==> src/rtl/slope_pkg.sv <==
package slope_pkg;

    localparam int unsigned DEF_DATA_W = 8;
    localparam int unsigned DEF_DIV_W  = 8;

    // Per-cycle action selected for the ramp counter
    typedef enum logic [1:0] {
        RAMP_HOLD = 2'd0,
        RAMP_LOAD = 2'd1,
        RAMP_STEP = 2'd2
    } ramp_op_e;

    function automatic logic is_zero8(input logic [7:0] v);
        return v == 8'd0;
    endfunction

endpackage

==> src/rtl/slope_capture_reg.sv <==
module slope_capture_reg #(
    parameter int unsigned W = slope_pkg::DEF_DATA_W
) (
    input  logic         clk,
    input  logic         rst,
    input  logic         we,
    input  logic [W-1:0] d,
    output logic [W-1:0] q
);

    always_ff @(posedge clk) begin
        if (rst) begin
            q <= '0;
        end else if (we) begin
            q <= d;
        end
    end

endmodule

==> src/rtl/slope_err_sat.sv <==
module slope_err_sat #(
    parameter int unsigned W = slope_pkg::DEF_DATA_W
) (
    input  logic [W-1:0] target,
    input  logic [W-1:0] measured,
    output logic [W-1:0] err
);

    localparam int unsigned XW = W + 1;

    logic [XW-1:0] diff;

    always_comb begin
        diff = {1'b0, target} - {1'b0, measured};
        // borrow out means measured exceeded target: clamp
        if (diff[XW-1]) begin
            err = '0;
        end else begin
            err = diff[W-1:0];
        end
    end

endmodule

==> src/rtl/slope_ramp.sv <==
module slope_ramp #(
    parameter int unsigned W     = slope_pkg::DEF_DATA_W,
    parameter int unsigned DIV_W = slope_pkg::DEF_DIV_W
) (
    input  logic             clk,
    input  logic             rst,
    input  logic             load,
    input  logic [W-1:0]     load_val,
    input  logic [DIV_W-1:0] step_div,
    output logic [W-1:0]     level
);
    import slope_pkg::*;

    typedef struct packed {
        logic [W-1:0]     level;
        logic [DIV_W-1:0] tick;
    } ramp_state_t;

    ramp_state_t cur, nxt;
    ramp_op_e    op;
    logic        at_floor;

    assign at_floor = (cur.level == '0);

    always_comb begin
        if (load) begin
            op = RAMP_LOAD;
        end else if (!at_floor && (cur.tick >= step_div)) begin
            op = RAMP_STEP;
        end else begin
            op = RAMP_HOLD;
        end
    end

    always_comb begin
        nxt = cur;
        unique case (op)
            RAMP_LOAD: begin
                nxt.level = load_val;
                nxt.tick  = '0;
            end
            RAMP_STEP: begin
                nxt.level = cur.level - 1'b1;
                nxt.tick  = '0;
            end
            default: begin
                nxt.tick = at_floor ? '0 : cur.tick + 1'b1;
            end
        endcase
    end

    always_ff @(posedge clk) begin
        if (rst) begin
            cur <= '0;
        end else begin
            cur <= nxt;
        end
    end

    assign level = cur.level;

endmodule

==> src/rtl/slope_ref_gen.sv <==
module slope_ref_gen #(
    parameter int unsigned DATA_W = slope_pkg::DEF_DATA_W,
    parameter int unsigned DIV_W  = slope_pkg::DEF_DIV_W
) (
    input  logic              clk,
    input  logic              rst,
    input  logic              sp_wr_en,
    input  logic [DATA_W-1:0] sp_wr_data,
    input  logic [DIV_W-1:0]  step_div,
    input  logic              adc_valid,
    input  logic [DATA_W-1:0] adc_data,
    input  logic              cyc_start,
    output logic [DATA_W-1:0] dac_code
);

    logic [DATA_W-1:0] setpoint_q;
    logic [DATA_W-1:0] sample_q;
    logic [DATA_W-1:0] err_clamped;

    slope_capture_reg #(.W(DATA_W)) sp_reg_i (
        .clk (clk),
        .rst (rst),
        .we  (sp_wr_en),
        .d   (sp_wr_data),
        .q   (setpoint_q)
    );

    slope_capture_reg #(.W(DATA_W)) sample_reg_i (
        .clk (clk),
        .rst (rst),
        .we  (adc_valid),
        .d   (adc_data),
        .q   (sample_q)
    );

    slope_err_sat #(.W(DATA_W)) err_i (
        .target   (setpoint_q),
        .measured (sample_q),
        .err      (err_clamped)
    );

    slope_ramp #(.W(DATA_W), .DIV_W(DIV_W)) ramp_i (
        .clk      (clk),
        .rst      (rst),
        .load     (cyc_start),
        .load_val (err_clamped),
        .step_div (step_div),
        .level    (dac_code)
    );

endmodule

==> config.mk <==
export PLATFORM = sky130hd
export DESIGN_NAME = slope_ref_gen
export DESIGN_NICKNAME = d
export VERILOG_FILES = /design/src/rtl/slope_pkg.sv /design/src/rtl/slope_capture_reg.sv /design/src/rtl/slope_err_sat.sv /design/src/rtl/slope_ramp.sv /design/src/rtl/slope_ref_gen.sv
export SDC_FILE = /design/constraint.sdc
export NUM_CORES = 1
export LEC_CHECK = 0
export ABC_AREA = 1
export BUFFER_PORTS_ARGS = -buffer_cell sky130_fd_sc_hd__buf_2
export CORE_ASPECT_RATIO = 1.75
export CORE_MARGIN = 5
export CORE_UTILIZATION = 57
export CTS_CLUSTER_SIZE = 30
export DETAILED_ROUTE_END_ITERATION = 6
export GPL_TIMING_DRIVEN = 0
export PLACE_DENSITY_LB_ADDON = 0.15
export SLEW_MARGIN = 5
export SYNTH_ARGS = -nofsm -noshare
export SYNTH_HDL_FRONTEND = slang
export SYNTH_HIERARCHICAL = 1
export SYNTH_SLANG_ARGS = --single-unit
==> constraint.sdc <==
create_clock -name clk -period 2.13 [get_ports clk]
set_clock_uncertainty 0.1 [all_clocks]
set_input_delay 0.3195 -clock clk [delete_from_list [all_inputs] [get_ports clk]]
set_output_delay 0.3195 -clock clk [all_outputs]
set_load 0.01 [all_outputs]
; ---- After elaboration in Yosys (flattened, before gate mapping)
; Index checks and enable logic that the tools add are counted.
[op_classes]
n_addsub = 3
n_lt_le_gt_ge = 1
n_eq_ne = 2
muxes = 4
reduce_logical = 5
[ops]
columns = cell, count
row1 = 8-bit one-hot mux with 2 select lines, 1
row2 = 8-bit by 8-bit subtractor with 9-bit output, 1
row3 = 8-bit by 1-bit adder with 8-bit output (second input constant), 1
row4 = 8-bit greater-or-equal comparator, 1
row5 = 8-bit zero test, 1
row6 = 8-bit 2-to-1 mux, 1
row7 = 8-bit by 1-bit subtractor with 8-bit output (second input constant), 1
row8 = 2-bit 2-to-1 mux, 2
row9 = 4-bit OR reduction, 1
row10 = 2-bit by 1-bit == test with 1-bit output (second input constant), 1
row11 = 2-bit == test (second input constant), 1
row12 = 2-bit nonzero test, 1
row13 = 1-bit logical AND, 1
row14 = 1-bit zero test, 1
[word_totals]
regBits = 32
inputBits = 29
out_inout_bits = 8
word_cells = 19

; ---- Logic depth before layout (Yosys ltp)
; Gate-level depths: netlist (run 1).
[logic_depth]
ltp_word = 7
mapped_depth = 15
ltp_nobuf = 15

; ---- Hierarchy
; The synthesis (run 1) kept the hierarchy.
[by_module_without_submodules]
columns = module, n_inst, cells_each, area_each_um2, seq_area_each_um2
row1 = slope_ramp, 1, 167, 1228.7, 320.3
row2 = slope_capture_reg, 2, 51, 341.6, 160.2
row3 = slope_err_sat, 1, 84, 459.2, 0.0

; ---- Least setup slack after synthesis (run 1)
; Ideal clock, no wire load.
[synth_path]
kind = register to register
startpoint = register sp_reg_i.q[0]
endpoint = register ramp_i.cur (netlist bit ramp_i/level[4])
setup_ns = 0.122
t_arrival_ns = 1.585
required_ns = 1.908
slack_ns = 0.323
path_stages_with_launch = 12
path_buffers = 0
synth_period_minus_slack_ns = 1.807
cell_sequence = dfxtp_1 -> inv_1 -> ha_1 -> inv_1 -> fa_1 -> nand2_1 -> nand2_2 -> nand2_1 -> xor2_1 -> nor2_2 -> o21ai_0 -> nor3_2
[synth_via]
elab_chain_cells = 3
[synth_lines]
columns = item, line
row1 = "start, declared", slope_capture_reg.sv:8  ; output logic [W-1:0] q
row2 = "start signal, assigned", slope_capture_reg.sv:13  ; q <= '0;
row3 = "start signal, assigned", slope_capture_reg.sv:15  ; q <= d;
row4 = 8-bit by 8-bit subtractor with 9-bit output, slope_err_sat.sv:14  ; diff = {1'b0, target} - {1'b0, measured};
row5 = 8-bit 2-to-1 mux, slope_err_sat.sv:16  ; if (diff[XW-1]) begin
row6 = net err_clamped[4], slope_ref_gen.sv:18  ; logic [DATA_W-1:0] err_clamped;
row7 = 8-bit one-hot mux with 2 select lines, slope_ramp.sv:37  ; unique case (op)
row8 = "end signal, assigned", slope_ramp.sv:56  ; cur <= nxt;
row9 = "end, declared", slope_ramp.sv:19  ; ramp_state_t cur, nxt;
; The timed path passes the listed nets, and every way through them passes these cells.
; A chain may end at the register's enable or synchronous reset.

; ---- Worst setup path in the final report (run 1)
[layout_path]
startpoint = register sp_reg_i.q[0]
endpoint = register ramp_i.cur (netlist bit ramp_i/level[3])
; Same word-level chain as after synthesis.

==> impl_metrics.json, run 1 <==
{
  "finalInstanceArea_um2": 2714,
  "ir_worst_vdd_mv": 0.5621,
  "std_cell_rows": 31,
  "syn_nets": 403,
  "numCtsBuffers": 5,
  "maxCapViolCount": 0,
  "dp.cells": 436,
  "hpwl_mm": 3.706,
  "final_cells": 444,
  "grt_pass1_vias": 1967,
  "path_delay_family": "simple AND/OR/NAND/NOR gates",
  "synth-async-reset-ratio": 0,
  "crit_buf_inv": 3,
  "r2r_cells": 14,
  "reg2reg_to": "ramp_i/level[3]",
  "gp_congestion": 0.7927,
  "synth_top_area_share": 0.2702,
  "worstSetupEndpointType": "flop",
  "antenna-diode-count": 0,
  "grt_max_degree": 12,
  "syn-cell-area_um2": 2371,
  "cp-start-kind": "flop",
  "clockBufferDepth": 2,
  "cp_max_fo": 5,
  "io_buffers": 34,
  "tns_ps": 0,
  "ios": 37,
  "yosys_most_used_dff": "dfxtp_1",
  "use_met2": 0.3662,
  "synthMostInstantiatedCell": "nand2_1",
  "utilization": 0.6664,
  "first_pass_iters": 5,
  "synth-edff-count": 0,
  "synth_seq_cells": 32,
  "via_per_inst": 4.745,
  "worst_hold_path.num_cells": 4,
  "root_buffer": "clkbuf_8",
  "multi_input_area_um2": 1356,
  "netlist_top_cells_area": "dfxtp_1 27%, nand2_1 13%, ha_1 11%, inv_1 10%, nor2_1 7.6%",
  "hold_path_end": "sp_reg_i/q[5]",
  "comb_power_share": 0.287,
  "drc": 0,
  "regToRegSetupSlack_ps": 200,
  "cp_data_required_time_ps": 2210,
  "power.switching_uw": 564.1,
  "dieHeight_um": 95.32,
  "grtUsageMet1": 0.1653,
  "p_total_uw": 1755,
  "seq_area_frac_synth": 0.2702,
  "clock_sinks": 32,
  "synth.avg_cell_area_um2": 6.717,
  "synth_top_area_cell": "dfxtp_1",
  "antenna_found_initial": 0,
  "sw_frac_of_total": 0.3215,
  "ys_warn_count": 6,
  "drive_above_1_share": 0.2177,
  "htree_levels": 2,
  "criticalPathCategory": "reg2reg",
  "busiest_layer": "met2",
  "min_period_ps": 1933,
  "area_growth_pct": 14.46,
  "grt_pass1_wl_mm": 7.893,
  "initial_core_util": 0.5822,
  "cts.clk_slew.worst_paths_ps": 70,
  "post_dp_cell_area_um2": 2603,
  "relSlewSlack": 0.7008,
  "synth_common_cells": "85 x nand2_1, 65 x inv_1, 48 x nor2_1",
  "cts_tree": "built",
  "crit_slowest_cell": "fa_1",
  "die_x_um": 58.76,
  "fillCellCount": 396,
  "ff_latch_area_um2": 640.6,
  "r2r-start": "sp_reg_i/q[0]",
  "wl_per_cell_um": 10.31,
  "num_vias": 2107,
  "drt-initial-drc-count": 51,
  "finalHoldViolations": 0,
  "insertion_delay_ps": 280,
  "grt_util_all_layers": 0.1818,
  "final-max-slew-violation-count": 0,
  "fin_nets": 444,
  "cts-resized-gates": 0,
  "hold_buffers": 0,
  "status": "finished clean",
  "ant_nets": 0,
  "coreArea_um2": 4073,
  "synthCells": 353,
  "routed_wl_mm": 4.578,
  "pwr-share-seq": 0.384,
  "worstHoldStart": "sp_wr_en",
  "worstHoldPathType": "in2reg",
  "tightestPinTransition_ps": 448.8,
  "overflow": 0,
  "rsz0062_at_grt": "no",
  "static-leakage-power_uw": 0.001545,
  "critical_path.cell_chain": "inv_1 > ha_1 > inv_1 > fa_1 > nand2_1 > nand2_2 > nand4_2 > nand2_2 > inv_2 > nor2_2 > nor2_1 > nor2_1 > o21ai_0 > nor2_1",
  "crit_top_cell": "nor2_1",
  "setup_viol": 0,
  "die_area_um2": 5601,
  "worstPathArrival_ps": 2010,
  "power.density_nw_per_um2": 646.6,
  "clkPwrFrac": 0.329,
  "fmax_mhz": 517.2,
  "cts_setup_buffers": 0,
  "internal_power_uw": 1191,
  "finalCritPeriodShare": 0.9077,
  "use_met3": 0.03659,
  "slowest_delay_ps": 380,
  "synthDistinctLibCells": 29
}
-- state kept, by name, summed over array words and instances, names as in the netlist --
name	count
ramp_i/cur	8
ramp_i/level	8
sp_reg_i/q	8
sample_reg_i/q	8
-- per-layer routing --
metal	vias up	share of wire
li1	1134	-
met3	7	0.044
met1	922	0.37
met5	-	0
met4	0	0.018
met2	44	0.57
-- cell type report --
cell class / instances / share of cell area
repair buffers: 34 / 0.06270
inverters: 70 / 0.09774
well taps: 49 / 0.02259
plain buffers: 13 / 0.04011
clock inverters: 3 / 0.01568
clock buffers: 5 / 0.02536
flip-flops and latches: 32 / 0.2361
multi-input cells: 238 / 0.4998
-- placed cells by master (no fill, tap or decap), types with 3 or more instances in the layout --
master     n
ha_1      20
buf_4      8
nand2_4    3
o21ai_0    4
nand4_1    6
dfxtp_1   32
a21oi_1    8
clkbuf_8   5
nand3_1   21
nor2_2    15
nand2_1   85
buf_2     34
buf_6      4
nand2_2    4
xor2_1     8
nor2_1    48
inv_1     65
xnor2_1    3
-- through the flow --
step                worst slack, ps  hold slack [ps]
finish                        196.7            198.1
CTS                           174.1            192.0
global placement              214.6            357.3
detailed placement            185.0            360.5
global route                  47.45            213.9
floorplan                     322.7            339.0
-- power groups by stage --
stage               Clock, µW  Combinational (µW)  Sequential [µW]
floorplan                   0                 400              677
global placement            0                 493              686
detailed placement          0                 503              687
CTS                       589                 508              674
global route              621                 576              679
finish                    577                 504              674
-- kinds of logic (layout without fill, tap and decap cells) --
| logic type | after synthesis | in the layout | share of synthesized area |
|---|---|---|---|
| AOI/OAI and AO/OA | 14 | 14 | 0.03166 |
| adders and majority gates | 21 | 21 | 0.1140 |
| DFF | 32 | 32 | 0.2702 |
| buffers and inverters | 83 | 125 | 0.1578 |
| xor gates and xnor gates | 11 | 11 | 0.04064 |
| and+or+nand+nor | 192 | 192 | 0.3857 |
-- how the worst max path moves through the flow --
| stage | end | slack, ps | cells after the start | startpoint |
|---|---|---|---|---|
| floorplan | ramp_i/level[4] | 320 | 11 | sp_reg_i/q[0] |
| global placement | ramp_i/level[4] | 210 | 12 | sp_reg_i/q[0] |
| detailed placement | ramp_i/cur[2] | 180 | 11 | step_div[7] |
| CTS | ramp_i/level[3] | 170 | 14 | sp_reg_i/q[0] |
| global route | ramp_i/level[4] | 50 | 12 | sp_reg_i/q[0] |
| finish | ramp_i/level[3] | 200 | 14 | sp_reg_i/q[0] |
-- tightest hold or removal path, stage by stage --
cell and delay [ps]:
buf_6 100, nand2_1 50, nand2_1 50, nor2_1 30
Note: power is estimated with default switching activity, not from simulation.
==> run 2: changes to the inputs <==
Settings changed: CORE_UTILIZATION 57 to 52, HOLD_SLACK_MARGIN from default to 0.05.
Clock period 2.13 ns to 1.58 ns, I/O delays scaled along.
==> run 2 against run 1 <==
The run now ends with negative setup slack left. Critical path type unchanged. Die area grew 8.3%. Highest routed layer unchanged. First-iteration DRC count shrank 7.8%. Final cell count grew 2.7%. Core utilization grew 0.67 points.
==> impl_metrics.json, run 2 (synthesized netlist as in run 1, its figures left out) <==
{
  "status": "finished, violations left",
  "violations": "negative setup slack",
  "gp_congestion": 0.8259,
  "insertion_delay_ps": 290,
  "ff_latch_area_um2": 656.9,
  "cp_data_required_time_ps": 1670,
  "static-leakage-power_uw": 0.001603,
  "drive_above_1_share": 0.3136,
  "fmax_mhz": 546.8,
  "finalHoldViolations": 0,
  "setup_viol": 16,
  "grt_pass1_wl_mm": 7.838,
  "std_cell_rows": 32,
  "critical_path.cell_chain": "inv_2 > ha_4 > inv_2 > fa_2 > nand2_2 > nand2_2 > nand4_2 > nand2_4 > inv_4 > nor2_2 > nor2_1 > nor2_1 > o21ai_1 > nor2_1",
  "power.density_nw_per_um2": 817.6,
  "die_x_um": 61.05,
  "worstHoldPathType": "in2reg",
  "whs_ps": 106.3,
  "fillCellCount": 411,
  "maxCapViolCount": 0,
  "ir_worst_vdd_mv": 0.7970,
  "via_per_inst": 4.684,
  "slowest_delay_ps": 350,
  "dp.cells": 438,
  "worstSetupEndpointType": "flop",
  "rsz0062_at_grt": "yes",
  "crit_buf_inv": 3,
  "ios": 37,
  "crit_slowest_cell": "fa_2",
  "cp_max_fo": 5,
  "layout_setup_ws_ps": -248.8,
  "dieHeight_um": 99.33,
  "tns_ps": -2660,
  "routed_wl_mm": 4.830,
  "worstPathArrival_ps": 1920,
  "numCtsBuffers": 5,
  "ant_nets": 0,
  "grt_max_degree": 12,
  "wl_per_cell_um": 10.59,
  "fin_nets": 454,
  "coreArea_um2": 4404,
  "grt_util_all_layers": 0.1659,
  "cts.clk_slew.worst_paths_ps": 70,
  "drc": 0,
  "drt-initial-drc-count": 47,
  "root_buffer": "clkbuf_8",
  "initial_core_util": 0.5384,
  "final_common_cell": "nand2_1",
  "htree_levels": 2,
  "final-max-slew-violation-count": 0,
  "cts_tree": "built",
  "tightestPinTransition_ps": 427.9,
  "clock_sinks": 32,
  "clockBufferDepth": 2,
  "finalCritPeriodShare": 1.157,
  "num_vias": 2136,
  "hpwl_mm": 3.649,
  "multi_input_area_um2": 1498,
  "die_area_um2": 6063,
  "criticalPathCategory": "reg2reg",
  "first_pass_iters": 4,
  "crit_top_cell": "nor2_1",
  "antenna-diode-count": 0,
  "p_total_uw": 2424,
  "final_cells": 456,
  "grt_pass1_vias": 1902,
  "path_delay_family": "simple AND/OR/NAND/NOR gates",
  "relSlewSlack": 0.7147,
  "area_growth_pct": 25.01,
  "antenna_found_initial": 0,
  "cp-start-kind": "flop",
  "overflow": 0,
  "final_cell_mix": "80 x nand2_1, 62 x inv_1, 46 x nor2_1, 34 x buf_2, 23 x dfxtp_1",
  "io_buffers": 34,
  "min_period_ps": 1829
}
## run 2: cell types whose count changed in the layout (fill, tap and decap cells not counted), moves of 3 or more
cell,previous run,this run
dfxtp_1,32,23
ha_1,20,12
ha_4,0,8
inv_1,65,62
buf_4,8,17
nand2_1,85,80
dfxtp_2,0,7
nand2_2,4,8
## run 2: path summary, 6_finish.rpt
path / from / end / slack [ps] / depth (start not counted)
max reg2reg: sp_reg_i/q[0] / ramp_i/level[3] / -250 / 14
min: adc_valid / sample_reg_i/q[0] / 110 / 4
max: sp_reg_i/q[0] / ramp_i/level[3] / -250 / 14
min reg2reg: sample_reg_i/q[4] / sample_reg_i/q[4] / 370 / 2
## run 2: cell type report
type                            instances  share of cell area
Tap cell                               51             0.02153
Sequential cell                        32              0.2216
Clock buffer                            5             0.02322
Buffer                                 13             0.03672
Timing Repair Buffer                   44             0.08696
Clock inverter                          3             0.01435
Multi-Input combinational cell        238              0.5053
Inverter                               70             0.09033
## run 2: where the power goes
group          internal (µW)  switching [µW]
clock network            466             314
logic                    311             426
registers                855            51.6
total                   1630             791
## run 2: per-layer routing
layer | part of all wire | global-route usage
met1 | 0.36 | 0.1633
met2 | 0.59 | 0.3214
met3 | 0.038 | 0.03117
met4 | 0.016 | 0.05509
met5 | 0 | 0
## run 2: what timing repair did
item,in CTS,in global routing
setup buffers,8,2
hold buffers,0,0
pin swaps,18,7
gates resized for setup,10,9
setup endpoints to repair,16,16
## run 2: stage by stage
stage,instance area (µm²),utilization,worst slack [ps]
2_1_floorplan,2441,-,-119.4
3_3_place_gp,2675,0.6074,-228.8
3_5_place_dp,2675,0.6074,-266.1
4_1_cts,2912,0.6611,-251.9
5_1_grt,2964,0.6730,-396.3
6_report,2964,0.6730,-248.8
## run 2: worst register-to-register path, stage by stage (launching register included)
cell     delay [ps]
dfxtp_2         320
inv_2            70
ha_4            120
inv_2            30
fa_2            350
nand2_2          80
nand2_2          70
nand4_2         100
nand2_4          90
inv_4            80
nor2_2           30
nor2_1          100
nor2_1           60
o21ai_1          70
nor2_1           50
